## config.mk

```make
export PLATFORM = sky130hd
export DESIGN_NAME = tv_timing_gen
export DESIGN_NICKNAME = d
export VERILOG_FILES = /design/src/rtl/tv_timing_gen.sv
export SDC_FILE = /design/constraint.sdc
export NUM_CORES = 1
export LEC_CHECK = 0
export BUFFER_PORTS_ARGS = -buffer_cell sky130_fd_sc_hd__buf_2
export CORE_ASPECT_RATIO = 2
export CORE_UTILIZATION = 50
export CTS_CLUSTER_DIAMETER = 60
export CTS_CLUSTER_SIZE = 10
export DETAILED_ROUTE_END_ITERATION = 6
export PLACE_DENSITY = 0.69
export REMOVE_ABC_BUFFERS = 1
export SETUP_SLACK_MARGIN = 0.3
export SLEW_MARGIN = 25
export SYNTH_ARGS = -nofsm -noshare
export SYNTH_HDL_FRONTEND = slang
export SYNTH_SLANG_ARGS = --single-unit
export TNS_END_PERCENT = 50
```

## constraint.sdc

```tcl
create_clock -name clk -period 3.3 [get_ports clk]
set_clock_uncertainty 0.1 [all_clocks]
set_input_delay 0 -clock clk [delete_from_list [all_inputs] [get_ports clk]]
set_output_delay 0 -clock clk [all_outputs]
set_load 0.02 [all_outputs]
```

## src/rtl/tv_timing_gen.sv

```systemverilog
module tv_timing_gen #(
  parameter int HW = 16,
  parameter int FW = 32
) (
  input  logic        clk,
  input  logic        rst_n,
  input  logic        reg_we,
  input  logic [3:0]  reg_addr,
  input  logic [31:0] reg_wdata,
  input  logic        pix_valid,
  input  logic [23:0] pix_rgb,
  output logic        hsync,
  output logic        vsync,
  output logic        de,
  output logic [23:0] rgb_out,
  output logic        frame_irq
);

  typedef struct packed {
    logic [HW-1:0] hper, hpw, hfirst, hlast, skew;
    logic [FW-1:0] fper, vlen, vfirst, vlast;
  } tmg_t;

  tmg_t sh, act;
  logic [1:0]    pol;
  logic [23:0]   border;
  logic [7:0]    fill;
  logic          rec_en, run_req, running, irq_q;
  logic [HW-1:0] hcnt;
  logic [FW-1:0] fcnt;

  wire frame_end = running && (fcnt == act.fper - FW'(1));
  wire line_end  = (hcnt == act.hper - HW'(1));

  always_ff @(posedge clk or negedge rst_n) begin
    if (!rst_n) begin
      sh      <= '0;
      pol     <= '0;
      border  <= '0;
      fill    <= 8'hFF;
      rec_en  <= 1'b0;
      run_req <= 1'b0;
    end else if (reg_we) begin
      case (reg_addr)
        4'd0:  begin sh.hper <= reg_wdata[HW-1:0]; sh.hpw <= reg_wdata[16 +: HW]; end
        4'd1:  sh.fper <= reg_wdata[FW-1:0];
        4'd2:  sh.vlen <= reg_wdata[FW-1:0];
        4'd3:  begin sh.hfirst <= reg_wdata[HW-1:0]; sh.hlast <= reg_wdata[16 +: HW]; end
        4'd4:  sh.vfirst <= reg_wdata[FW-1:0];
        4'd5:  sh.vlast <= reg_wdata[FW-1:0];
        4'd6:  sh.skew <= reg_wdata[HW-1:0];
        4'd7:  pol <= reg_wdata[1:0];
        4'd8:  border <= reg_wdata[23:0];
        4'd9:  begin fill <= reg_wdata[7:0]; rec_en <= reg_wdata[8]; end
        4'd10: run_req <= reg_wdata[0];
        default: ;
      endcase
    end
  end

  always_ff @(posedge clk or negedge rst_n) begin
    if (!rst_n) begin
      act     <= '0;
      running <= 1'b0;
      hcnt    <= '0;
      fcnt    <= '0;
      irq_q   <= 1'b0;
    end else begin
      irq_q <= frame_end;
      if (!running || frame_end) act <= sh;
      if (!running) begin
        running <= run_req;
        hcnt    <= '0;
        fcnt    <= '0;
      end else if (frame_end) begin
        running <= run_req;
        hcnt    <= '0;
        fcnt    <= '0;
      end else begin
        hcnt <= line_end ? '0 : hcnt + HW'(1);
        fcnt <= fcnt + FW'(1);
      end
    end
  end

  wire [HW:0] hs_stop = {1'b0, act.skew} + {1'b0, act.hpw};
  wire hs_on  = running && (hcnt >= act.skew) && ({1'b0, hcnt} < hs_stop);
  wire vs_on  = running && (fcnt < act.vlen);
  wire in_win = (hcnt >= act.hfirst) && (hcnt <= act.hlast) &&
                (fcnt >= act.vfirst) && (fcnt <= act.vlast);

  assign hsync     = hs_on ^ pol[0];
  assign vsync     = vs_on ^ pol[1];
  assign de        = running && in_win;
  assign frame_irq = irq_q;
  assign rgb_out   = !running ? 24'h0 :
                     !in_win  ? border :
                     (pix_valid || !rec_en) ? pix_rgb : {3{fill}};

endmodule

```

=== Word level (Yosys, flattened, before mapping) ===
Cells that the tools add are included.

* Register bits: 502
* Input port bits: 64
* Word-level logic and storage cells: 87

* Add/sub/neg operators: 5
* $lt $le $gt $ge: 7
* Equality and inequality tests: 12
* Multiplexer cells: 10
* Bitwise logic cells: 2
* Reduce and logical (&&, ||, !) cells: 24

{| class="wikitable"
|+ Operators by type and width
! kind !! number
|-
| 2-to-1 mux 24 bit || 3
|-
| 2-to-1 mux 32 bit || 2
|-
| 2-to-1 mux 16 bit || 3
|-
| adder 32 x 1 -> 32 bit, second input constant || 1
|-
| equality test 32 bit || 1
|-
| >= comparator 16 bit || 2
|-
| >= comparator 32 bit || 1
|-
| <= comparator 32 bit || 1
|-
| less-than comparator 32 bit || 1
|-
| subtractor 32 x 1 -> 32 bit, second input constant || 1
|-
| AND reduction 2 bit || 11
|-
| adder 16 x 16 -> 17 bit || 1
|-
| less-than comparator 16 x 17 -> 1 bit || 1
|-
| adder 16 x 1 -> 16 bit, second input constant || 1
|-
| equality test 16 bit || 1
|-
| equality test 4 x 3 -> 1 bit, second input constant || 4
|-
| <= comparator 16 bit || 1
|-
| subtractor 16 x 1 -> 16 bit, second input constant || 1
|-
| equality test 4 bit, second input constant || 3
|-
| equality test 4 x 2 -> 1 bit, second input constant || 2
|-
| logical AND 1 bit || 8
|-
| equality test 4 x 1 -> 1 bit, second input constant || 1
|-
| logical NOT 4 bit || 1
|-
| logical NOT 1 bit || 2
|-
| other kinds (3) || 6
|}

=== Longest topological paths before layout ===
Gate-level depths: netlist of run 1.

* Word-level depth: 6
* Depth in mapped cells: 16

=== Least setup slack after synthesis of run 1 ===
OpenSTA, ideal clock, no wires.

* Path type: flip-flop to output port
* Start: register act[128] in the netlist's numbering
* End: output hsync
* Data arrival time: 3.568 ns
* Required time: 3.200 ns
* Setup slack: -0.368 ns
* Cell stages (with the launch flop): 17
* Path buffers: 0
* Cells stage by stage: dfrtp_1 ha_1 fa_1 a21oi_1 a2bb2oi_1 nand2_1 a21oi_1 xor2_1 ha_1 a21o_1 a21o_1 a2111oi_0 o31a_1 o311ai_0 nand3_1 o22ai_1 xnor2_1

* Longest elaborated chain between the ends: 4

{| class="wikitable"
|+ RTL lines
! item !! RTL line !! source
|-
| start, declared || 24 || <nowiki>tmg_t sh, act;</nowiki>
|-
| start signal, assigned || 70 || <nowiki>if (!running || frame_end) act <= sh;</nowiki>
|-
| adder 16 x 16 -> 17 bit / >= comparator 16 bit (equally long branches) || 86, 87 ||
|-
| less-than comparator 16 x 17 -> 1 bit / logical AND 1 bit (equally long branches) || 87 || <nowiki>wire hs_on = running && (hcnt >= act.skew) && ({1'b0, hcnt} < hs_stop);</nowiki>
|-
| logical AND 1 bit * || 87 ||
|-
| XOR 1 bit * || 92 || <nowiki>assign hsync = hs_on ^ pol[0];</nowiki>
|-
| end, declared || 12 || <nowiki>output logic hsync,</nowiki>
|}

Mark *: on every way between the ends. The rest lies on a longest branch, timed or not.

=== Worst setup path in the final report of run 1 ===
* Start: register act[176] in the netlist's numbering
* End: output hsync

* Longest elaborated chain between the ends: 4

{| class="wikitable"
|+ RTL lines
! item !! RTL line !! source
|-
| adder 16 x 16 -> 17 bit || 86 || <nowiki>wire [HW:0] hs_stop = {1'b0, act.skew} + {1'b0, act.hpw};</nowiki>
|-
| less-than comparator 16 x 17 -> 1 bit || 87 ||
|-
| logical AND 1 bit || 87 ||
|-
| XOR 1 bit || 92 ||
|}

No other way between the ends.

==> results of run 1 <==
## final cells by class
cell class | count | area, µm²
multi-input cells | 1504 | 13700
fillers | 3848 | 18300
clock buffers | 78 | 1510
clock inverters | 2 | 28.8
flip-flops and latches | 502 | 12600
inverters | 160 | 601
repair buffers | 394 | 4170
well taps | 660 | 826
## cells in the mapped netlist, drive strengths merged, types with 22 or more instances
library cell,instances
dfrtp,494
mux2,453
nand2,181
ha,178
inv,160
nor2,110
a21oi,69
xnor2,67
xor2,51
o21ai,48
clkbuf,46
buf,43
nand4,43
a21o,31
nor3,30
nand3,29
mux2i,28
nand2b,22
nor4,22
## per-stage QoR
stage / instance area (µm²) / total power, mW
2_1_floorplan: 25700 / 14.1
3_3_place_gp: 28500 / 16.8
3_5_place_dp: 28500 / 17.2
4_1_cts: 32700 / 23.9
5_1_grt: 33400 / 25.7
6_report: 33400 / 24.3
## metal layers
layer / up-vias / wire length, µm / global-route usage (%)
li1: 8593 / - / -
met1: 9667 / 27800 / 32.0
met2: 567 / 42400 / 54.7
met3: 288 / 2640 / 3.02
met4: 0 / 6580 / 22.6
met5: - / 0 / 0
## cells by family (layout without fill, tap and decap cells)
kind of cell	count (synthesis)	count (layout)	synth area share [%]
fa+ha+maj	179	179	8.58
compound gates	222	222	5.43
flops	502	502	48.0
simple gates	504	504	9.25
mux	481	481	20.6
buf+inv	249	634	4.20
xor+xnor	118	118	3.95
## final timing paths
check / startpoint / end / slack (ns)
setup reg to reg: act[108] / act[174] / -0.50
hold reg to reg: run_req / running / 0.38
setup / recovery: act[176] / hsync / -0.94
hold / removal: reg_wdata[31] / sh[31] / 0.19
min in group asynchronous: rst_n / fill[5] / 0.50
max in group asynchronous: rst_n / fcnt[24] / 1.92
## worst register-to-register path: cells and delay by family (launching register included)
family	cells	cell delay (ns)
compound gates	4	1.41
buf+inv	6	0.85
flops	1	0.39
mux	1	0.30
simple gates	1	0.62
## power breakdown
part / switching [mW] / total [mW] / internal, mW
Combinational: 4.61 / 9.59 / 4.97
Clock: 2.47 / 5.59 / 3.12
Sequential: 1.24 / 9.15 / 7.92
## what timing repair did
item | in CTS | in global routing
cloned | 29 | 7
resized for setup | 312 | 82
hold buffers | 41 | 0
buffers inserted | 34 | 16
setup endpoints to repair | 285 | 285
pin swaps | 36 | 18
hold endpoints to repair | 743 | 0
## state kept, by name, indices dropped and copies added, names as in the netlist
signal     cells
frame_irq      1
run_req        1
fcnt          32
border        24
act          208
hcnt          16
pol            2
running        1
fill           8
rec_en         1
sh           208
==> results.py, run 1 <==
metrics = {
    "run_status": {
        "status": "finished with violations",
        "violations": "negative setup slack",
    },
    "critical_path": {
        "critical-path-top-delay-family": "compound AO/OA/AOI/OAI gates",
        "crit_required_ns": 3.20,
        "crit_fanout": 3,
        "cp_slowest_stage_delay_ns": 0.39,
        "crit_top_cell": "a21o_1",
        "start_kind": "register",
        "cp_num_buf_inv": 2,
        "critPathKind": "register to primary output",
        "crit_chain": "ha_2 > fa_2 > a21oi_4 > a2bb2oi_2 > nand2_1 > a21oi_2 > xor2_1 > ha_1 > a21o_1 > a21o_1 > a2111oi_4 > o31a_1 > o311ai_2 > nand3_1 > o22ai_2 > buf_6 > xnor2_2 > buf_4",
        "crit_cells": 18,
        "r2r_cells": 12,
        "critPathCaptureType": "primary output",
        "cp_data_arrival_time_ns": 4.14,
        "cp_slowest_cell": "fa_2",
    },
    "hold_path": {
        "min_path_cells": 3,
        "hp-class": "primary input to register",
    },
    "synthesis": {
        "synth_top_area_share_pct": 47.2,
        "yosys_warnings": 0,
        "avgSynthCellArea_um2": 11.6,
        "synth_largest_area_cell": "dfrtp_1",
        "ys_ff_latch": 502,
        "synthTopCellsByArea": "dfrtp_1 (47%), mux2_2 (12%), ha_1 (8.5%)",
        "ys_types": 66,
        "synth_edf_count": 0,
        "synthFlopType": "dfrtp_1",
        "syn_inst": 2255,
        "async_flop_share_pct": 100,
        "synth_area_mm2": 0.0262,
        "synth_seq_area_share_pct": 48.0,
    },
    "grt": {
        "grt_pass1_wl_um": 120000,
        "grt_usage_pct": 30.3,
        "grt_max_degree": 110,
        "first_global_vias": 20960,
        "grt_overflow": 0,
        "antenna_found_initial": 2,
    },
    "placed_design": {
        "dp.final_hpwl_um": 51300,
        "dp.cells": 3093,
        "pre_cts_ws_ns": -0.736,
        "place.gp.congestion": 0.908,
        "place.port_buffers": 91,
    },
    "clock_network": {
        "clk_path_buf_depth": 3,
        "cts_root_buffer": "clkbuf_16",
        "cts-buffers-inserted": 56,
        "clkSlewWorstSetupHoldPaths_ns": 0.06,
        "htreeDepth": 2,
        "clk_latency_ns": 0.61,
        "clock_sinks": 502,
        "cts_tree": "yes",
    },
    "floorplanning": {
        "coreArea_mm2": 0.0517,
        "num_rows": 118,
        "die_h_um": 326,
        "die_w_um": 164,
        "ios": 92,
        "dieArea_mm2": 0.0533,
        "start_util_pct": 50.7,
    },
    "sta": {
        "slew_headroom_pct": 45.0,
        "max_slew.worst_pin.slew_ns": 0.822,
        "drv_slew": 0,
        "rsz0062_at_grt": "true",
        "fin_crit_sh_pct": 129,
        "finalSetupTns_ns": -116.78,
        "fin_crit_ns": 4.24,
        "finalSetupViolations": 284,
        "layout_setup_ws_ns": -0.942,
        "hold_ws_ns": 0.195,
        "fmax_mhz": 236,
        "hold_viol": 0,
    },
    "route": {
        "vias": 19115,
        "drt_wl_total_um": 79400,
        "initialDrtViolationCount": 923,
        "viasPerCell": 5.79,
        "firstDrtPassIters": 5,
        "drtAntennaViolNets": 0,
        "drc": 0,
        "wire_per_inst_um": 24.1,
    },
    "cells_and_area": {
        "nets": 2861,
        "most-common-layout-cells": "dfrtp_1 (492), mux2_2 (246), mux2_4 (207)",
        "post-route-util_pct": 64.6,
        "final_common_cell": "dfrtp_1",
        "diodes": 0,
        "finalNonFillerCells": 3300,
        "syn2layout_area_growth_pct": 27.5,
        "drive_gt1_share_pct": 35.8,
    },
    "power": {
        "powerDensity_mw_per_mm2": 729,
        "peakVddDrop_mv": 0.454,
        "leakagePower_nw": 16.0,
    },
    "flow_run": {
        "max_cap_violations": 0,
    },
}
No activity file was read; power rests on OpenSTA's default activity.
==> run 2: changes to the inputs <==
PLACE_DENSITY = 0.67   (was 0.69)
clock period = 4.3 ns   (was 3.3 ns; I/O delays follow)
==> results.py, run 2 (synthesis results as in run 1) <==
metrics = {
    "sta": {
        "hold_viol": 0,
        "finalSetupTns_ns": 0,
        "fmax_mhz": 239,
        "max_slew.worst_pin.slew_ns": 1.05,
        "drv_slew": 0,
        "fin_crit_ns": 4.18,
        "slew_headroom_pct": 29.7,
        "fin_crit_sh_pct": 97.3,
        "rsz0062_at_grt": "true",
        "finalSetupViolations": 0,
    },
    "route": {
        "wl_met1_um": 25600,
        "wl_met2_um": 37100,
        "drtAntennaViolNets": 0,
        "initialDrtViolationCount": 902,
        "drt_wl_total_um": 69700,
        "vias": 18057,
        "viasPerCell": 5.80,
        "highest_layer": "met4",
        "wire_per_inst_um": 22.4,
        "dr_wl_met3_um": 2200,
        "drc": 0,
        "firstDrtPassIters": 5,
    },
    "run_status": {
        "status": "completed",
    },
    "critical_path": {
        "cp_data_arrival_time_ns": 4.08,
        "cp_slowest_cell": "dfrtp_1",
        "critPathKind": "register to primary output",
        "crit_chain": "ha_4 > buf_4 > a211o_1 > a211oi_2 > nor2_1 > o21a_1 > o21ai_1 > nand2b_1 > a21oi_1 > xor2_1 > ha_1 > a2111oi_4 > o31a_1 > o311ai_1 > nand3_1 > o22ai_2 > buf_6 > xnor2_4 > buf_6",
        "crit_fanout": 2,
        "critPathCaptureType": "primary output",
        "cp_num_buf_inv": 3,
        "cp_slowest_stage_delay_ns": 0.41,
        "crit_required_ns": 4.20,
        "r2r-start": "act[101]",
        "cp-startpoint": "act[176]",
        "start_kind": "register",
        "crit_top_cell": "buf_6",
        "critical-path-top-delay-family": "compound AO/OA/AOI/OAI gates",
    },
    "cells_and_area": {
        "final.fill_count": 4311,
        "final_common_cell": "dfrtp_1",
        "diodes": 0,
        "reg.largest.list": "act: 208 flops, sh: 208 flops, fcnt: 32 flops",
        "drive_gt1_share_pct": 23.7,
        "most-common-layout-cells": "dfrtp_1 (489), mux2_2 (274), nand2_1 (181)",
        "nets": 2669,
        "syn2layout_area_growth_pct": 15.1,
        "final_cell_area_mm2": 0.0301,
    },
    "floorplanning": {
        "coreArea_mm2": 0.0517,
        "num_rows": 118,
        "dieArea_mm2": 0.0533,
        "start_util_pct": 50.7,
        "die_h_um": 326,
        "ios": 92,
        "die_w_um": 164,
    },
    "power": {
        "power_mw": 17.3,
        "leakagePower_nw": 14.5,
        "peakVddDrop_mv": 0.386,
        "powerDensity_mw_per_mm2": 573,
    },
    "placed_design": {
        "dpl-instance-area_mm2": 0.0275,
        "place.port_buffers": 91,
        "dp.final_hpwl_um": 49300,
        "place.gp.congestion": 0.931,
    },
    "grt": {
        "first_global_vias": 18832,
        "grt_usage_pct": 26.6,
        "grt_max_degree": 115,
        "grt_pass1_wl_um": 107000,
        "antenna_found_initial": 1,
        "grt_overflow": 0,
    },
    "clock_network": {
        "clock_sinks": 502,
        "cts-buffers-inserted": 56,
        "htreeDepth": 2,
        "clk_path_buf_depth": 3,
        "cts_tree": "yes",
        "clk_latency_ns": 0.61,
        "cts_root_buffer": "clkbuf_16",
        "clkSlewWorstSetupHoldPaths_ns": 0.06,
    },
    "flow_run": {
        "max_cap_violations": 0,
    },
    "hold_path": {
        "hp-start": "reg_wdata[25]",
        "hp-class": "primary input to register",
    },
}
==> run 2: path summary, 6_finish.rpt <==
kind	to	cells past startpoint	slack, ns
worst max-delay path	hsync	19	0.12
min in group asynchronous	sh[158]	3	0.41
worst min register to register	act[34]	1	0.38
worst max register to register	act[20]	13	0.35
worst min-delay path	sh[121]	3	0.21
max in group asynchronous	act[135]	4	2.57
==> run 2: timing repair <==
action                                  CTS  global route
pin swaps                                12            18
hold endpoints to repair                339             0
cloned                                    0             4
endpoints found under the setup margin   27           207
buffers inserted                          5            11
gates resized for setup                  23            72
hold buffers                             41             0
==> run 2: final cells by class <==
class	instances	area [µm²]	area share, %
Clock inverter	2	25.0	0.0831
Multi-Input combinational cell	1504	12900	42.7
Timing Repair Buffer	202	1690	5.62
Clock buffer	81	1540	5.10
Sequential cell	502	12600	41.8
Inverter	160	601	1.99
Tap cell	660	826	2.74
==> run 2: through the flow <==
stage	utilization, %	instances	hold slack, ns	worst slack, ns
global route	58.3	3111	0.234	-0.102
detailed placement	53.2	2967	0.0179	0.211
global placement	53.2	2967	0.00415	0.218
CTS	57.3	3096	0.208	-0.00849
floorplan	-	2166	-0.396	-13.28
finish	58.3	3111	0.207	0.117
==> run 2: where the power goes <==
| part | total, mW | internal (mW) | switching [mW] |
|---|---|---|---|
| sequential | 7.15 | 6.07 | 1.08 |
| clock | 4.28 | 2.43 | 1.84 |
| combinational | 5.84 | 2.83 | 3.01 |
==> run 2: tightest hold or removal path, delay by kind of cell <==
kind | cells | cell delay, ns
buffers and inverters | 2 | 0.71
muxes | 1 | 0.17
==> run 2: layer usage <==
metal | global-route usage (%) | vias to the layer above
met5 | 0 | -
met1 | 29.1 | 9140
met3 | 2.78 | 222
li1 | - | 8233
met2 | 48.4 | 462
met4 | 16.6 | 0
